### src/rtl/sio_regfile.sv
module sio_regfile #(
  parameter int RECOV = 4
) (
  input  logic             clk,
  input  logic             rst_n,
  input  logic             acc_en,
  input  logic             acc_wr,
  input  logic             acc_ch,
  input  logic             acc_dp,
  input  logic [7:0]       wdata,
  output logic [7:0]       rdata,
  output logic             busy,
  input  logic [1:0][7:0]  line_st,
  input  logic [1:0][7:0]  cond_st,
  input  logic [1:0][7:0]  clk_st,
  input  logic [1:0][7:0]  rx_byte,
  input  logic [7:0]       vec_live,
  input  logic [7:0]       irq_pend,
  output logic [127:0]     cfg_a,
  output logic [127:0]     cfg_b,
  output logic [7:0]       opt_a,
  output logic [7:0]       opt_b,
  output logic [1:0]       tx_load,
  output logic [1:0]       cmd_stb,
  output logic [7:0]       cmd_val,
  output logic [1:0]       chan_rst,
  output logic [1:0]       dpll_stb,
  output logic [2:0]       dpll_cmd
);
  localparam int CW = $clog2(RECOV + 1);

  logic [CW-1:0] cnt;
  logic [7:0]    wreg [2][16];
  logic [7:0]    opt  [2];
  logic [3:0]    ptr  [2];
  logic [7:0]    sh_vec, sh_mic;
  logic [7:0]    rd_mux;

  wire       go   = acc_en && (cnt == '0);
  wire [3:0] idx  = acc_dp ? 4'd8 : ptr[acc_ch];
  wire       ext  = opt[acc_ch][6];
  wire [1:0] rcmd = (go && acc_wr && !acc_dp && ptr[acc_ch] == 4'd9) ? wdata[7:6] : 2'b00;

  assign busy  = (cnt != '0);
  assign opt_a = opt[0];
  assign opt_b = opt[1];

  always_comb begin
    for (int i = 0; i < 16; i++) begin
      if (i == 2) begin
        cfg_a[8*i +: 8] = sh_vec;
        cfg_b[8*i +: 8] = sh_vec;
      end else if (i == 9) begin
        cfg_a[8*i +: 8] = sh_mic;
        cfg_b[8*i +: 8] = sh_mic;
      end else begin
        cfg_a[8*i +: 8] = wreg[0][i];
        cfg_b[8*i +: 8] = wreg[1][i];
      end
    end
  end

  always_comb begin
    case (idx)
      4'd0:    rd_mux = line_st[acc_ch];
      4'd1:    rd_mux = cond_st[acc_ch];
      4'd2:    rd_mux = acc_ch ? vec_live : sh_vec;
      4'd3:    rd_mux = acc_ch ? 8'h00 : irq_pend;
      4'd4:    rd_mux = ext ? wreg[acc_ch][4] : 8'h00;
      4'd5:    rd_mux = ext ? wreg[acc_ch][5] : 8'h00;
      4'd8:    rd_mux = rx_byte[acc_ch];
      4'd9:    rd_mux = ext ? wreg[acc_ch][3] : 8'h00;
      4'd10:   rd_mux = clk_st[acc_ch];
      4'd11:   rd_mux = ext ? wreg[acc_ch][10] : 8'h00;
      4'd12, 4'd13, 4'd15: rd_mux = wreg[acc_ch][idx];
      default: rd_mux = 8'h00;
    endcase
  end

  always_ff @(posedge clk or negedge rst_n) begin
    if (!rst_n) begin
      cnt      <= '0;
      rdata    <= '0;
      sh_vec   <= '0;
      sh_mic   <= '0;
      tx_load  <= '0;
      cmd_stb  <= '0;
      cmd_val  <= '0;
      chan_rst <= '0;
      dpll_stb <= '0;
      dpll_cmd <= '0;
      for (int c = 0; c < 2; c++) begin
        opt[c] <= '0;
        ptr[c] <= '0;
        for (int i = 0; i < 16; i++) wreg[c][i] <= '0;
      end
    end else begin
      tx_load  <= '0;
      cmd_stb  <= '0;
      dpll_stb <= '0;
      chan_rst <= rcmd;
      if (cnt != '0) cnt <= cnt - 1'b1;
      if (go) begin
        cnt <= CW'(RECOV);
        if (!acc_wr) begin
          rdata <= rd_mux;
        end else if (idx == 4'd0) begin
          ptr[acc_ch]     <= wdata[3:0];
          cmd_stb[acc_ch] <= 1'b1;
          cmd_val         <= wdata;
        end else begin
          case (idx)
            4'd2: sh_vec <= wdata;
            4'd7: begin
              if (wreg[acc_ch][15][0]) opt[acc_ch] <= wdata;
              else                     wreg[acc_ch][7] <= wdata;
            end
            4'd8: begin
              wreg[acc_ch][8] <= wdata;
              tx_load[acc_ch] <= 1'b1;
            end
            4'd9: sh_mic <= {2'b00, wdata[5:0]};
            4'd14: begin
              wreg[acc_ch][14] <= {3'b000, wdata[4:0]};
              if (wdata[7:5] != 3'b000) begin
                dpll_stb[acc_ch] <= 1'b1;
                dpll_cmd         <= wdata[7:5];
              end
            end
            default: wreg[acc_ch][idx] <= wdata;
          endcase
        end
        if (!acc_dp && idx != 4'd0) ptr[acc_ch] <= 4'd0;
      end
      for (int c = 0; c < 2; c++) begin
        if (rcmd[c]) begin
          opt[c] <= '0;
          ptr[c] <= '0;
          for (int i = 0; i < 16; i++) wreg[c][i] <= '0;
        end
      end
      if (rcmd == 2'b11) begin
        sh_vec <= '0;
        sh_mic <= '0;
      end
    end
  end
endmodule

### config.mk
export PLATFORM = sky130hd
export DESIGN_NAME = sio_regfile
export DESIGN_NICKNAME = d
export VERILOG_FILES = /design/src/rtl/sio_regfile.sv
export SDC_FILE = /design/constraint.sdc
export NUM_CORES = 1
export LEC_CHECK = 0
export BUFFER_PORTS_ARGS = -buffer_cell sky130_fd_sc_hd__buf_2
export CAP_MARGIN = 15
export CORE_AREA = 2 2 214 216
export CTS_CLUSTER_SIZE = 16
export DETAILED_ROUTE_END_ITERATION = 16
export DIE_AREA = 0 0 216 218
export GPL_ROUTABILITY_DRIVEN = 1
export HOLD_SLACK_MARGIN = 0.03
export SLEW_MARGIN = 20
export SYNTH_ARGS = -nofsm -noshare
export SYNTH_HDL_FRONTEND = slang
export SYNTH_SLANG_ARGS = --single-unit
### constraint.sdc
create_clock -name clk -period 3.15 [get_ports clk]
set_input_delay 0 -clock clk [delete_from_list [all_inputs] [get_ports clk]]
set_output_delay 0 -clock clk [all_outputs]
set_load 0.01 [all_outputs]
; Word level (Yosys, flattened, before mapping)
; Index checks and enable logic that the tools add are counted.
; W data, S select, Z words.
[totals]
output_inout_bits = 300
regBits = 326
inputBits = 94
[op_classes]
addsub = 1
n_bitwise = 6
magnitude_cmp = 6
n_reduce_logical = 38
mux = 96
eq_ne = 23
[op_table]
columns = operator, count
row1 = $bwmux W256, 4
row2 = $mux W256, 4
row3 = $pmux W256 S4, 1
row4 = $mux W128, 6
row5 = $demux W128 S1, 4
row6 = $mux W8, 35
row7 = $mux W16, 6
row8 = $pmux W8 S11, 1
row9 = $mux W72, 1
row10 = $mux W64, 1
row11 = $eq A4 B4 Y1 const B, 9
row12 = $bmux W8 S4, 1
row13 = $demux W8 S4, 1
row14 = $mux W4, 7
row15 = $mux W2, 13
row16 = $reduce_bool A2 Y1, 13
row17 = $reduce_and A5 Y1, 5
row18 = $mux W7, 3
row19 = $bwmux W16, 1
row20 = $eq A4 B3 Y1 const B, 3
row21 = $and A8 B8 Y8, 1
row22 = $bwmux W8, 1
row23 = $demux W8 S1, 1
row24 = $eq A4 B2 Y1 const B, 2
row25 = 31 further kinds, 46

; Depth between registers and ports, before layout
; Gate-level depths: netlist of the first run.
[logic_depth]
depth_word = 18
ltp_mapped = 11
mapped_depth_nobuf = 9

; Least setup slack after synthesis of the first run
; Ideal clock, no wire load.
[synth_path]
kind = register to register
startpoint = register ptr[1] in the netlist's numbering
endpoint = register sh_mic[0]
t_required_ns = 3.029
n_path_buf = 2
t_arrival_ns = 2.335
path_stages_with_launch = 9
synth_period_minus_slack_ns = 2.456
slack_ns = 0.694
path_cell_list = dfrtp_1 -> clkbuf_1 -> or3b_2 -> a221oi_1 -> nand2_1 -> clkbuf_1 -> nor2_1 -> nor2_1 -> a22o_1
[synth_via]
elab_chain_cells = 9
[synth_rtl]
columns = element, line
row1 = from (decl), 35  ; logic [3:0] ptr [2];
row2 = "from (signal, indexed assignment)", 108  ; ptr[acc_ch] <= wdata[3:0];
row3 = $mux W4 (implied by the code) (*) (3 in a row), "40, 42"
row4 = $eq A4 B4 Y1, 42  ; wire [1:0] rcmd = (go && acc_wr && !acc_dp && ptr[acc_ch] == 4'd9) ? wdata[7:6] : 2'b00;
row5 = $logic_and A1 B1 Y1, 42
row6 = $mux W2, 42
row7 = $eq A2 B2 Y1, 142  ; if (rcmd == 2'b11) begin
row8 = $ne A2 B1 Y1 (no source line) or $reduce_bool A2 Y1 (tied branches), --
row9 = $reduce_and A4 Y1 (no source line), --
row10 = to (signal assigned), 122  ; 4'd9: sh_mic <= {2'b00, wdata[5:0]};
row11 = to (decl), 36  ; logic [7:0] sh_vec, sh_mic;
; Mark *: on every way between the ends. The rest lies on a longest branch, timed or not. The select of a mux whose other input is x is not followed.
; A chain may end at the register's enable or synchronous reset.

; Worst setup path in the final report of the first run
[layout_path]
startpoint = register ptr[4] in the netlist's numbering
endpoint = register rdata[1]
[layout_via]
elab_chain_cells = 9
[layout_rtl]
columns = element, line
row1 = $mux W4 (implied by the code) (*) (3 in a row), 40  ; wire [3:0] idx = acc_dp ? 4'd8 : ptr[acc_ch];
row2 = $mux W4 (*), 40
row3 = $not A4 Y5 (implied by the code), 75  ; 4'd12, 4'd13, 4'd15: rd_mux = wreg[acc_ch][idx];
row4 = $bmux W8 S4, 75
row5 = $mux W8 (implied by the code) (2 in a row), 75
row6 = $pmux W8 S11 (*), 64  ; case (idx)
row7 = to (signal assigned), 106  ; rdata <= rd_mux;
row8 = to (decl), 11  ; output logic [7:0] rdata,
; Marked as above.

==> out/qor.csv, run 1 <==
stage;metric;value;unit
sta;Tcrit/Tclk final;97.3;%
logic_synthesis;Synth Register Bits;296;
setup_path;crit path capture type;register;
logic_synthesis;simple logic cell fraction of the synthesized area;12.8;%
place;Placed Area;16800;um^2
sta;setup violators final;0;
logic_synthesis;Area contributors post-synth;dfrtp_1 (48%), buf_4 (12%), a22o_1 (6.0%), mux2i_1 (5.8%), nand2_1 (3.1%);
final_layout;share of cells above drive strength 1;33.8;%
clock_network;CTS root buf;clkbuf_16;
place;HPWL after DPL;48000;um
place;placed cells;2280;
logic_synthesis;Ys Warns;0;
logic_synthesis;count leader, synth;dfrtp_1;
global_route;first-pass GRT wire length;90500;um
place;GP Congestion;0.920;
sta;RSZ-0062 raised after global routing;false;
clock_network;clock tree buffer depth;3;
logic_synthesis;Adder-Cell Fraction of Synth Area;0.161;%
final_layout;footprint of the multi-input gates;5870;um^2
floorplanning;Initial Utilization;34.5;%
sta;minimum clock period;3070;ps
detailed_routing;antenna viol nets, final;0;
sta;final hold viol count;0;
final_layout;final instance area;18500;um^2
clock_network;Worst-Skew Late Latency;560;ps
sta;Final Skew;22.3;ps
detailed_routing;Avg WL per Cell;26.7;um
global_route;vias in the first global route;12500;
final_layout;Syn-to-layout area delta;19.6;%
logic_synthesis;proportion of synthesized area in mux cells;7.48;%
logic_synthesis;unique cell type count in the Yosys netlist;79;
logic_synthesis;main combinational cell family by area after synthesis;compound AO/OA/AOI/OAI gates;
clock_network;CTS tree;built;
setup_path;Crit Path Category;reg -> reg;
logic_synthesis;Synth Area in Compound Gates;17.1;%
clock_network;clk sink count;296;
setup_path;CP startpoint kind;register;
floorplanning;Core ar.;44900;um^2
place;count of buffers from port buffering;389;
power;Overall Power;10900;uW
sta;Slew headroom;26.3;%
global_route;initial antenna violation count;0;
logic_synthesis;Post-synth EDFFs;0;
setup_path;Critical Path Fanout Max;7;
final_layout;Post-Layout Cell Count;2387;
logic_synthesis;Synth Flop Type;dfrtp_1;
setup_path;Worst Path Required;3550;ps
floorplanning;Die W;216;um
logic_synthesis;share of the synthesized area in the top cell type;47.8;%
final_layout;Register Area;7410;um^2
detailed_routing;drt drc;0;
global_route;GRT Util Overall;26.5;%
logic_synthesis;synth cell count leaders;dfrtp_1 (296), buf_4 (245), nand2_1 (130);
global_route;gr ovfl total;0;
logic_synthesis;Post-Syn Area;15500;um^2
final_layout;fin nets;1855;
clock_network;Clock transition at path regs;70;ps
detailed_routing;1st-iter DRT viols;1229;
power;Power Density;589;nW/um^2
floorplanning;FP Rows;78;
detailed_routing;routed wire length;63700;um
min_path;worst hold path class;in -> reg;
logic_synthesis;cell accounting for the most synthesized area;dfrtp_1;
status;run status;finished clean;
logic_synthesis;area share of xor/xnor cells in the synthesized design;0;%
floorplanning;chip height;218;um
detailed_routing;drt via density;5.38;
logic_synthesis;sequential area share after synthesis;47.8;%
clock_network;cts bufs inserted;37;
logic_synthesis;Cells after Synth;1531;
flow_run;max-cap viol count;0;
logic_synthesis;Synth async-reset ratio;100;%
sta;Setup TNS;0;ps
final_layout;Filler cells;4445;
clock_network;H-tree Lvls;2;
global_route;largest net degree at the start of global routing;96;
power;worst vdd ir;300;uV
setup_path;Arrival @ worst endpoint;3460;ps
logic_synthesis;syn avg cell area;10.1;um^2
floorplanning;die area;47100;um^2
detailed_routing;drt pass-1 iters;5;
sta;FMAX;326;MHz
sta;Slew Viols, Final;0;
floorplanning;# IOs;394;
power;P_leak;0.00955;uW
detailed_routing;DR vias;12800;
sta;worst-margin pin slew;1100;ps
-- final timing paths --
check,from,to,slack [ps],cells past startpoint
max in group asynchronous,rst_n,cfg_a[118],2060,3
worst min-delay path,wdata[5],opt_b[5],60,3
worst min register to register,cfg_a[117],cfg_a[117],480,1
worst max register to register,ptr[4],rdata[1],80,6
worst max-delay path,ptr[4],rdata[1],80,6
min in group asynchronous,rst_n,sh_mic[0],70,2
-- routing by layer --
metal / vias to the layer above / track usage (%) / wire length, um / part of all wire (%)
met5: - / 0 / 0 / 0
met1: 6407 / 35.9 / 27600 / 43
met2: 671 / 42.7 / 29400 / 46
li1: 5672 / - / - / -
met4: 0 / 7.17 / 1710 / 2.7
met3: 92 / 6.07 / 4970 / 7.8
-- sequential cells by signal, indices dropped and copies added, names as in the netlist, 4 cells and up --
name / count
ptr: 8
opt_a: 8
opt_b: 8
sh_vec: 8
rdata: 8
sh_mic: 6
wreg: 4
cfg_a: 112
cmd_val: 8
cfg_b: 112
-- cells by family (layout without fill, tap and decap cells) --
logic type                 count (synthesis)  count (layout)
and+or+nand+nor                          401             401
AOI/OAI and AO/OA                        364             364
buffers and inverters                    354             606
DFF                                      296             296
muxes                                    113             113
adders and majority gates                  2               2
other                                      1               5
-- per-stage QoR --
step | hold WS (ps) | util (%) | worst slack (ps)
2_1_floorplan | -296 | - | 694
3_3_place_gp | 80.3 | 37.4 | 171
3_5_place_dp | 86.8 | 37.4 | 98.6
4_1_cts | 34.6 | 41.3 | 72.8
5_1_grt | 62.7 | 41.3 | 0.273
6_report | 56.0 | 41.3 | 84.2
-- final cells by class --
cell class                 count  area share, %
multi-input combinational    884           31.7
timing repair buffer         523           16.9
clock buffer                  48           5.43
clock inverter                18           1.71
sequential                   296           39.9
antenna                        1         0.0135
tap                          600           4.05
inverter                      17          0.344
-- layout by cell type, fill, tap and decap left out, types with 11 or more instances in the layout --
cell type      count
a22o_1           107
and2_1            31
nor2b_1           11
dfrtp_1          296
o21ai_1           14
nor2_1           106
dlygate4sd3_1     40
mux2i_1           90
buf_4             90
nand2_1          129
a21oi_1           47
or3_1             11
nor3_2            13
a211oi_1          11
o22ai_1           15
mux2_2            23
nand3_1           49
clkbuf_16         37
buf_2            387
o21ai_0           73
inv_1             14
a22oi_1           22
-- what timing repair did --
item,in CTS,in global routing
hold buffers,40,0
setup buffers,0,0
endpoints found under the setup margin,0,2
resized for setup,0,3
hold endpoints to repair,155,0
-- power by group --
| group | internal, uW | switching [uW] |
|---|---|---|
| clock | 2930 | 1770 |
| combinational | 765 | 1230 |
| sequential | 4010 | 210 |
| total | 7710 | 3210 |
-- worst max-delay path, stage by stage (launching register included) --
cell and delay, ps:
dfrtp_1 450, or4b_2 800, and2_0 440, nand2_1 390
o32ai_1 180, o21ai_0 500, nand3_1 150
Power figures use the tool's default switching activity.
==> inputs of run 2 (changes only) <==
==> constraint.sdc (replaced) <==
create_clock -name clk -period 3.15 [get_ports clk]
set_input_delay 0.1575 -clock clk [delete_from_list [all_inputs] [get_ports clk]]
set_output_delay 0.1575 -clock clk [all_outputs]
set_load 0.05 [all_outputs]
==> out/qor.csv, run 2 (synthesis gave the netlist of run 1 again) <==
stage;metric;value;unit;change
status;run status;finished clean;;
final_layout;commonest cells after routing, fill and taps aside;buf_2 (387), dfrtp_1 (296), nand2_1 (129), a22o_1 (107), nor2_1 (106);;
floorplanning;die area;47100;um^2;unchanged
final_layout;fin nets;1812;;-2.3%
final_layout;post-layout util;40.0;%;-1.4 points
setup_path;reg2reg end;rdata[3];;
sta;Setup TNS;0;ps;unchanged
clock_network;clock tree buffer depth;3;;unchanged
detailed_routing;drt drc;0;;unchanged
flow_run;max-cap viol count;0;;unchanged
detailed_routing;1st-iter DRT viols;1216;;-1.1%
power;Power Density;604;nW/um^2;+2.6%
global_route;vias in the first global route;12400;;-0.76%
clock_network;cts bufs inserted;35;;-5.4%
floorplanning;Die W;216;um;unchanged
final_layout;Syn-to-layout area delta;15.7;%;
detailed_routing;Avg WL per Cell;27.0;um;+1.2%
sta;RSZ-0062 raised after global routing;false;;
setup_path;crit path capture type;register;;
sta;final hold viol count;0;;unchanged
clock_network;H-tree Lvls;2;;unchanged
global_route;gr ovfl total;0;;unchanged
floorplanning;Core ar.;44900;um^2;unchanged
place;HPWL after DPL;48200;um;+0.49%
setup_path;Critical Path Fanout Max;8;;+1
setup_path;CP startpoint kind;register;;
detailed_routing;DR vias;12600;;-1.5%
floorplanning;Initial Utilization;34.5;%;unchanged
power;worst vdd ir;347;uV;+16%
setup_path;worst r2r path cells;7;;+1
setup_path;CP Launch Point;ptr[4];;
clock_network;CTS root buf;clkbuf_16;;
final_layout;most common cell after layout, fill and taps aside;buf_2;;
final_layout;Diodes inserted;0;;-1
global_route;first-pass GRT wire length;90000;um;-0.59%
clock_network;clk sink count;296;;unchanged
setup_path;worst path cell trace;buf_4 -> or4b_2 -> and2_0 -> nand2_1 -> o32ai_1 -> o21ai_0 -> nand3_1;;
setup_path;reg2reg setup slack;120;ps;+30 ps
setup_path;Worst Path Required;3570;ps;+20 ps
clock_network;Worst-Skew Late Latency;560;ps;about the same
place;GP Congestion;0.973;;+5.8%
final_layout;share of cells above drive strength 1;34.1;%;+0.30 points
global_route;GRT Util Overall;26.3;%;-0.25 points
floorplanning;# IOs;394;;unchanged
sta;FMAX;330;MHz;+1.1%
detailed_routing;drt via density;5.41;;+0.52%
place;placed cells;2274;;-0.26%
sta;Tcrit/Tclk final;96.3;%;-1.0 points
sta;setup violators final;0;;unchanged
place;count of buffers from port buffering;389;;unchanged
sta;Final Skew;23.7;ps;+1.36 ps
sta;Slew headroom;31.4;%;+5.0 points
final_layout;Filler cells;4479;;+0.76%
final_layout;Post-Layout Cell Count;2338;;-2.1%
sta;minimum clock period;3030;ps;-32.5 ps
global_route;initial antenna violation count;2;;+2
sta;Worst Setup Slack, final;117;ps;+32.5 ps
detailed_routing;routed wire length;63100;um;-0.83%
setup_path;Critical Path End;rdata[3];;
setup_path;Arrival @ worst endpoint;3450;ps;about the same
floorplanning;chip height;218;um;unchanged
global_route;largest net degree at the start of global routing;79;;-18%
sta;Slew Viols, Final;0;;unchanged
clock_network;CTS tree;built;;
setup_path;CP max stage cell;or4b_2;;
detailed_routing;drt pass-1 iters;5;;unchanged
clock_network;Clock transition at path regs;60;ps;about the same
place;pre-CTS WS;76.8;ps;-21.8 ps
detailed_routing;antenna viol nets, final;0;;unchanged
min_path;worst hold path class;in -> reg;;
setup_path;Critical R2R Launch;ptr[4];;
setup_path;biggest cell delay along the critical path;760;ps;-40 ps
floorplanning;FP Rows;78;;unchanged
setup_path;Crit Path Category;reg -> reg;;
sta;worst-margin pin slew;1020;ps;-75.2 ps
power;P_leak;0.00930;uW;-2.6%
clock_network;post-CTS setup buffer count;0;;unchanged
[run 2: cell types whose count changed in the layout (fill, tap and decap cells not counted), moves of 2 or more]
cell           previous run  this run
dlygate4sd3_1            40         5
clkinv_2                  2         8
bufinv_16                 8         4
buf_12                    5         2
buf_4                    90        87
clkinvlp_4                4         1
clkbuf_8                  4         2
inv_6                     3         1
nor3_2                   13        11
[run 2: final cells by class]
cell class,count,area [um^2],share of cell area [%]
tap,600,751,4.18
multi-input combinational,884,5880,32.8
inverter,17,63.8,0.356
clock buffer,44,951,5.30
clock inverter,15,193,1.07
sequential,296,7410,41.3
timing repair buffer,482,2700,15.0
[run 2: worst min-delay path by stage]
stage | startpoint | to | slack [ps] | cells after the start
final | vec_live[1] | rdata[1] | 50 | 4
after global placement | rst_n | sh_mic[1] | 180 | 1
after detailed placement | rst_n | sh_mic[0] | 180 | 1
after floorplan | rst_n | cfg_a[0] | -140 | 0
after CTS | vec_live[1] | rdata[1] | 40 | 4
after global routing | vec_live[1] | rdata[1] | 60 | 4
[run 2: worst max-delay path, delay by kind of cell (launching register included)]
family                 cells  cell delay (ps)
AOI/OAI and AO/OA          2              520
buffers and inverters      1              190
DFF                        1              480
and+or+nand+nor            4             1720
[run 2: stage by stage]
stage	power (uW)	area [um^2]	hold WS (ps)
2_1_floorplan	5830	15500	-138
3_3_place_gp	6700	16700	179
3_5_place_dp	6700	16700	179
4_1_cts	10900	17900	36.9
5_1_grt	11200	17900	61.2
6_report	10800	17900	51.6
[run 2: repair_timing]
action | in CTS | in global routing
setup endpoints to repair | 0 | 12
hold endpoints to repair | 80 | 0
resized for setup | 0 | 5
hold buffers | 5 | 0
[run 2: layer usage]
layer,part of all wire [%],track usage [%],up-vias
met2,46,42.4,651
met1,43,35.4,6319
met5,0.022,0,-
met4,2.5,6.76,2
li1,-,-,5583
met3,8.6,6.35,89
[run 2: report_power, final]
group          switching (uW)  internal, uW  leakage [uW]
logic                    1780           712       0.00463
registers                 197          4020       0.00410
clock network            1670          2470      0.000564
total                    3640          7200       0.00930
==> inputs of run 3 (changes only) <==
- ABC_AREA: default -> 1
- CORE_AREA: 2 2 214 216 -> 2 2 237 239
- DIE_AREA: 0 0 216 218 -> 0 0 239 241
- clock period: 3.15 -> 2.8 ns (I/O delays scaled with it)
==> out/qor.csv, run 3 <==
stage;metric;value;unit;change
floorplanning;die area;57600;um^2;+22%
floorplanning;Initial Utilization;34.8;%;+0.23 points
detailed_routing;routed wire length;80400;um;+27%
clock_network;post-CTS setup buffer count;0;;unchanged
logic_synthesis;Area contributors post-synth;dfrtp_1 (39%), nand2_1 (19%), buf_4 (9.8%), a21oi_1 (5.4%), a31oi_1 (5.2%);;
detailed_routing;drt via density;5.23;;-3.2%
logic_synthesis;synth cell count leaders;nand2_1 (991), dfrtp_1 (294), nor2_1 (264);;
min_path;worst hold path class;in -> reg;;
sta;minimum clock period;2500;ps;-529 ps
clock_network;Clock transition at path regs;60;ps;about the same
clock_network;CTS root buf;clkbuf_16;;
sta;Setup TNS;0;ps;unchanged
logic_synthesis;Synth async-reset ratio;100;%;unchanged
global_route;initial antenna violation count;4;;+2
sta;worst hold slack;55.1;ps;+3.50 ps
sta;FMAX;399;MHz;+21%
floorplanning;# IOs;394;;unchanged
detailed_routing;DR vias;18800;;+48%
clock_network;CTS tree;built;;
global_route;vias in the first global route;17400;;+40%
sta;Final Skew;21.4;ps;-2.27 ps
sta;Tcrit/Tclk final;89.4;%;-6.9 points
setup_path;Arrival @ worst endpoint;2990;ps;-460 ps
detailed_routing;drt drc;0;;unchanged
sta;Slew Viols, Final;0;;unchanged
logic_synthesis;sequential area share after synthesis;38.6;%;-9.2 points
detailed_routing;antenna viol nets, final;0;;unchanged
logic_synthesis;Cells after Synth;2710;;+77%
clock_network;clock tree buffer depth;3;;unchanged
global_route;GRT Util Overall;27.4;%;+1.1 points
final_layout;commonest cells after routing, fill and taps aside;nand2_1 (990), buf_2 (387), dfrtp_1 (294), nor2_1 (264), a21oi_1 (205);;
setup_path;Critical Path Fanout Max;9;;+1
logic_synthesis;Post-Syn Area;19100;um^2;+23%
sta;setup violators final;0;;unchanged
place;count of buffers from port buffering;389;;unchanged
setup_path;CP startpoint kind;register;;
sta;worst-margin pin slew;885;ps;-139 ps
logic_synthesis;count leader, synth;nand2_1;;
logic_synthesis;syn avg cell area;7.04;um^2;-30%
setup_path;Worst Path Required;3280;ps;-290 ps
flow_run;max-cap viol count;0;;unchanged
clock_network;Worst-Skew Late Latency;560;ps;about the same
power;worst vdd ir;349;uV;+0.81%
sta;final hold viol count;0;;unchanged
floorplanning;chip height;241;um;+11%
global_route;largest net degree at the start of global routing;141;;+78%
detailed_routing;drt pass-1 iters;5;;unchanged
final_layout;Syn-to-layout area delta;13.4;%;
setup_path;crit path capture type;register;;
power;Power Density;908;nW/um^2;+50%
logic_synthesis;share of the synthesized area in the top cell type;38.6;%;-9.2 points
logic_synthesis;Ys Warns;0;;unchanged
clock_network;H-tree Lvls;2;;unchanged
logic_synthesis;unique cell type count in the Yosys netlist;46;;-42%
sta;RSZ-0062 raised after global routing;false;;
floorplanning;Die W;239;um;+11%
setup_path;Crit Path Category;reg -> reg;;
final_layout;share of cells above drive strength 1;22.4;%;-12 points
global_route;gr ovfl total;0;;unchanged
sta;Slew headroom;41.0;%;+9.6 points
final_layout;most common cell after layout, fill and taps aside;nand2_1;;
power;P_leak;0.0120;uW;+29%
clock_network;cts bufs inserted;37;;+5.7%
setup_path;CP max stage cell;dfrtp_1;;
floorplanning;Core ar.;54900;um^2;+22%
final_layout;post-layout util;39.4;%;-0.52 points
setup_path;worst path cell trace;inv_1 -> ha_1 -> inv_1 -> nor2_1 -> nand2_1 -> inv_2 -> nand2_1 -> nor3_1 -> nand3_1 -> nand2_1 -> buf_4 -> o21ai_4 -> inv_2 -> nand2_1 -> nand2_1;;
detailed_routing;Avg WL per Cell;22.4;um;-17%
floorplanning;FP Rows;86;;+10%
logic_synthesis;Synth Flop Type;dfrtp_1;;
status;run status;finished clean;;
clock_network;clk sink count;294;;-0.68%
place;GP Congestion;0.944;;-2.9%
global_route;first-pass GRT wire length;118000;um;+31%
place;HPWL after DPL;56900;um;+18%
setup_path;crit-path most repeated cell;nand2_1;;
final_layout;fin nets;2949;;+63%
logic_synthesis;cell accounting for the most synthesized area;dfrtp_1;;
logic_synthesis;Synth Register Bits;294;;-0.68%
setup_path;biggest cell delay along the critical path;380;ps;-380 ps
logic_synthesis;Post-synth EDFFs;0;;unchanged
detailed_routing;1st-iter DRT viols;2162;;+78%
[run 3: changes by cell type after synthesis, sizes merged, moves of 84 or more]
cell,previous run,this run
a22o,107,0
nand2,131,1006
a31oi,4,160
inv,16,105
a21oi,47,205
nor2,107,286
mux2i,90,6
[run 3: cell type report]
| cell class | instances | area (um^2) |
|---|---|---|
| diodes | 3 | 7.51 |
| clock buffers | 60 | 1160 |
| clock inverters | 4 | 27.5 |
| fillers | 5810 | 33200 |
| inverters | 107 | 424 |
| multi-input cells | 1917 | 8820 |
| flip-flops and latches | 294 | 7360 |
| well taps | 704 | 881 |
| repair buffers | 496 | 2960 |
[run 3: final timing paths]
path,slack (ps),start,end,depth (start not counted)
worst max-delay path,300,cnt[0],cfg_a[25],15
worst min-delay path,60,acc_wr,ptr[1],4
worst max register to register,300,cnt[0],cfg_a[25],15
worst min register to register,460,cfg_a[1],cfg_a[1],2
max in group asynchronous,1590,rst_n,cfg_a[47],3
min in group asynchronous,230,rst_n,cfg_a[3],2
[run 3: kinds of logic (layout without fill, tap and decap cells)]
kind of cell,Yosys count,after routing,share of synthesized area [%]
AND/OR/NAND/NOR,1396,1396,29.4
AO/OA/AOI/OAI,508,508,16.1
buffers and inverters,502,667,15.5
flip-flops,294,294,38.6
multiplexers,6,6,0.315
adder cells (fa/ha/maj),2,2,0.131
other,1,7,0.0197
XOR/XNOR,1,1,0.0459
[run 3: report_power, final]
group	internal, uW	leakage (uW)	total [uW]	switching, uW
Combinational	2170	0.00746	8780	6610
Sequential	5120	0.00399	6070	946
Clock	2830	0.000588	4820	1980
[run 3: what timing repair did]
item                                   CTS  global route
hold buffers                             8             0
endpoints found under the hold margin   96             0
gates resized for setup                  0             0
[run 3: through the flow]
step / setup slack (ps) / cells / power, uW / instance area (um^2)
after CTS: 325 / 3582 / 19700 / 21600
after global routing: 35.0 / 3583 / 20700 / 21600
final: 296 / 3585 / 19700 / 21600
after global placement: 297 / 3510 / 14800 / 20400
after floorplan: 640 / 2713 / 13100 / 19100
after detailed placement: 296 / 3510 / 14900 / 20400
[run 3: critical path: cells and delay by family (launching register included)]
family	cells	cell delay [ps]
AND/OR/NAND/NOR	8	1010
buffers and inverters	5	740
AO/OA/AOI/OAI	1	140
flip-flops	1	380
adder cells (fa/ha/maj)	1	150
[run 3: layer usage]
| metal | up-vias | GRT usage, % | wire [um] |
|---|---|---|---|
| met5 | - | 0 | 17 |
| met4 | 2 | 9.19 | 2800 |
| met3 | 131 | 6.91 | 7550 |
| met2 | 850 | 42.5 | 35900 |
| met1 | 8903 | 37.1 | 34100 |
| li1 | 8875 | - | - |
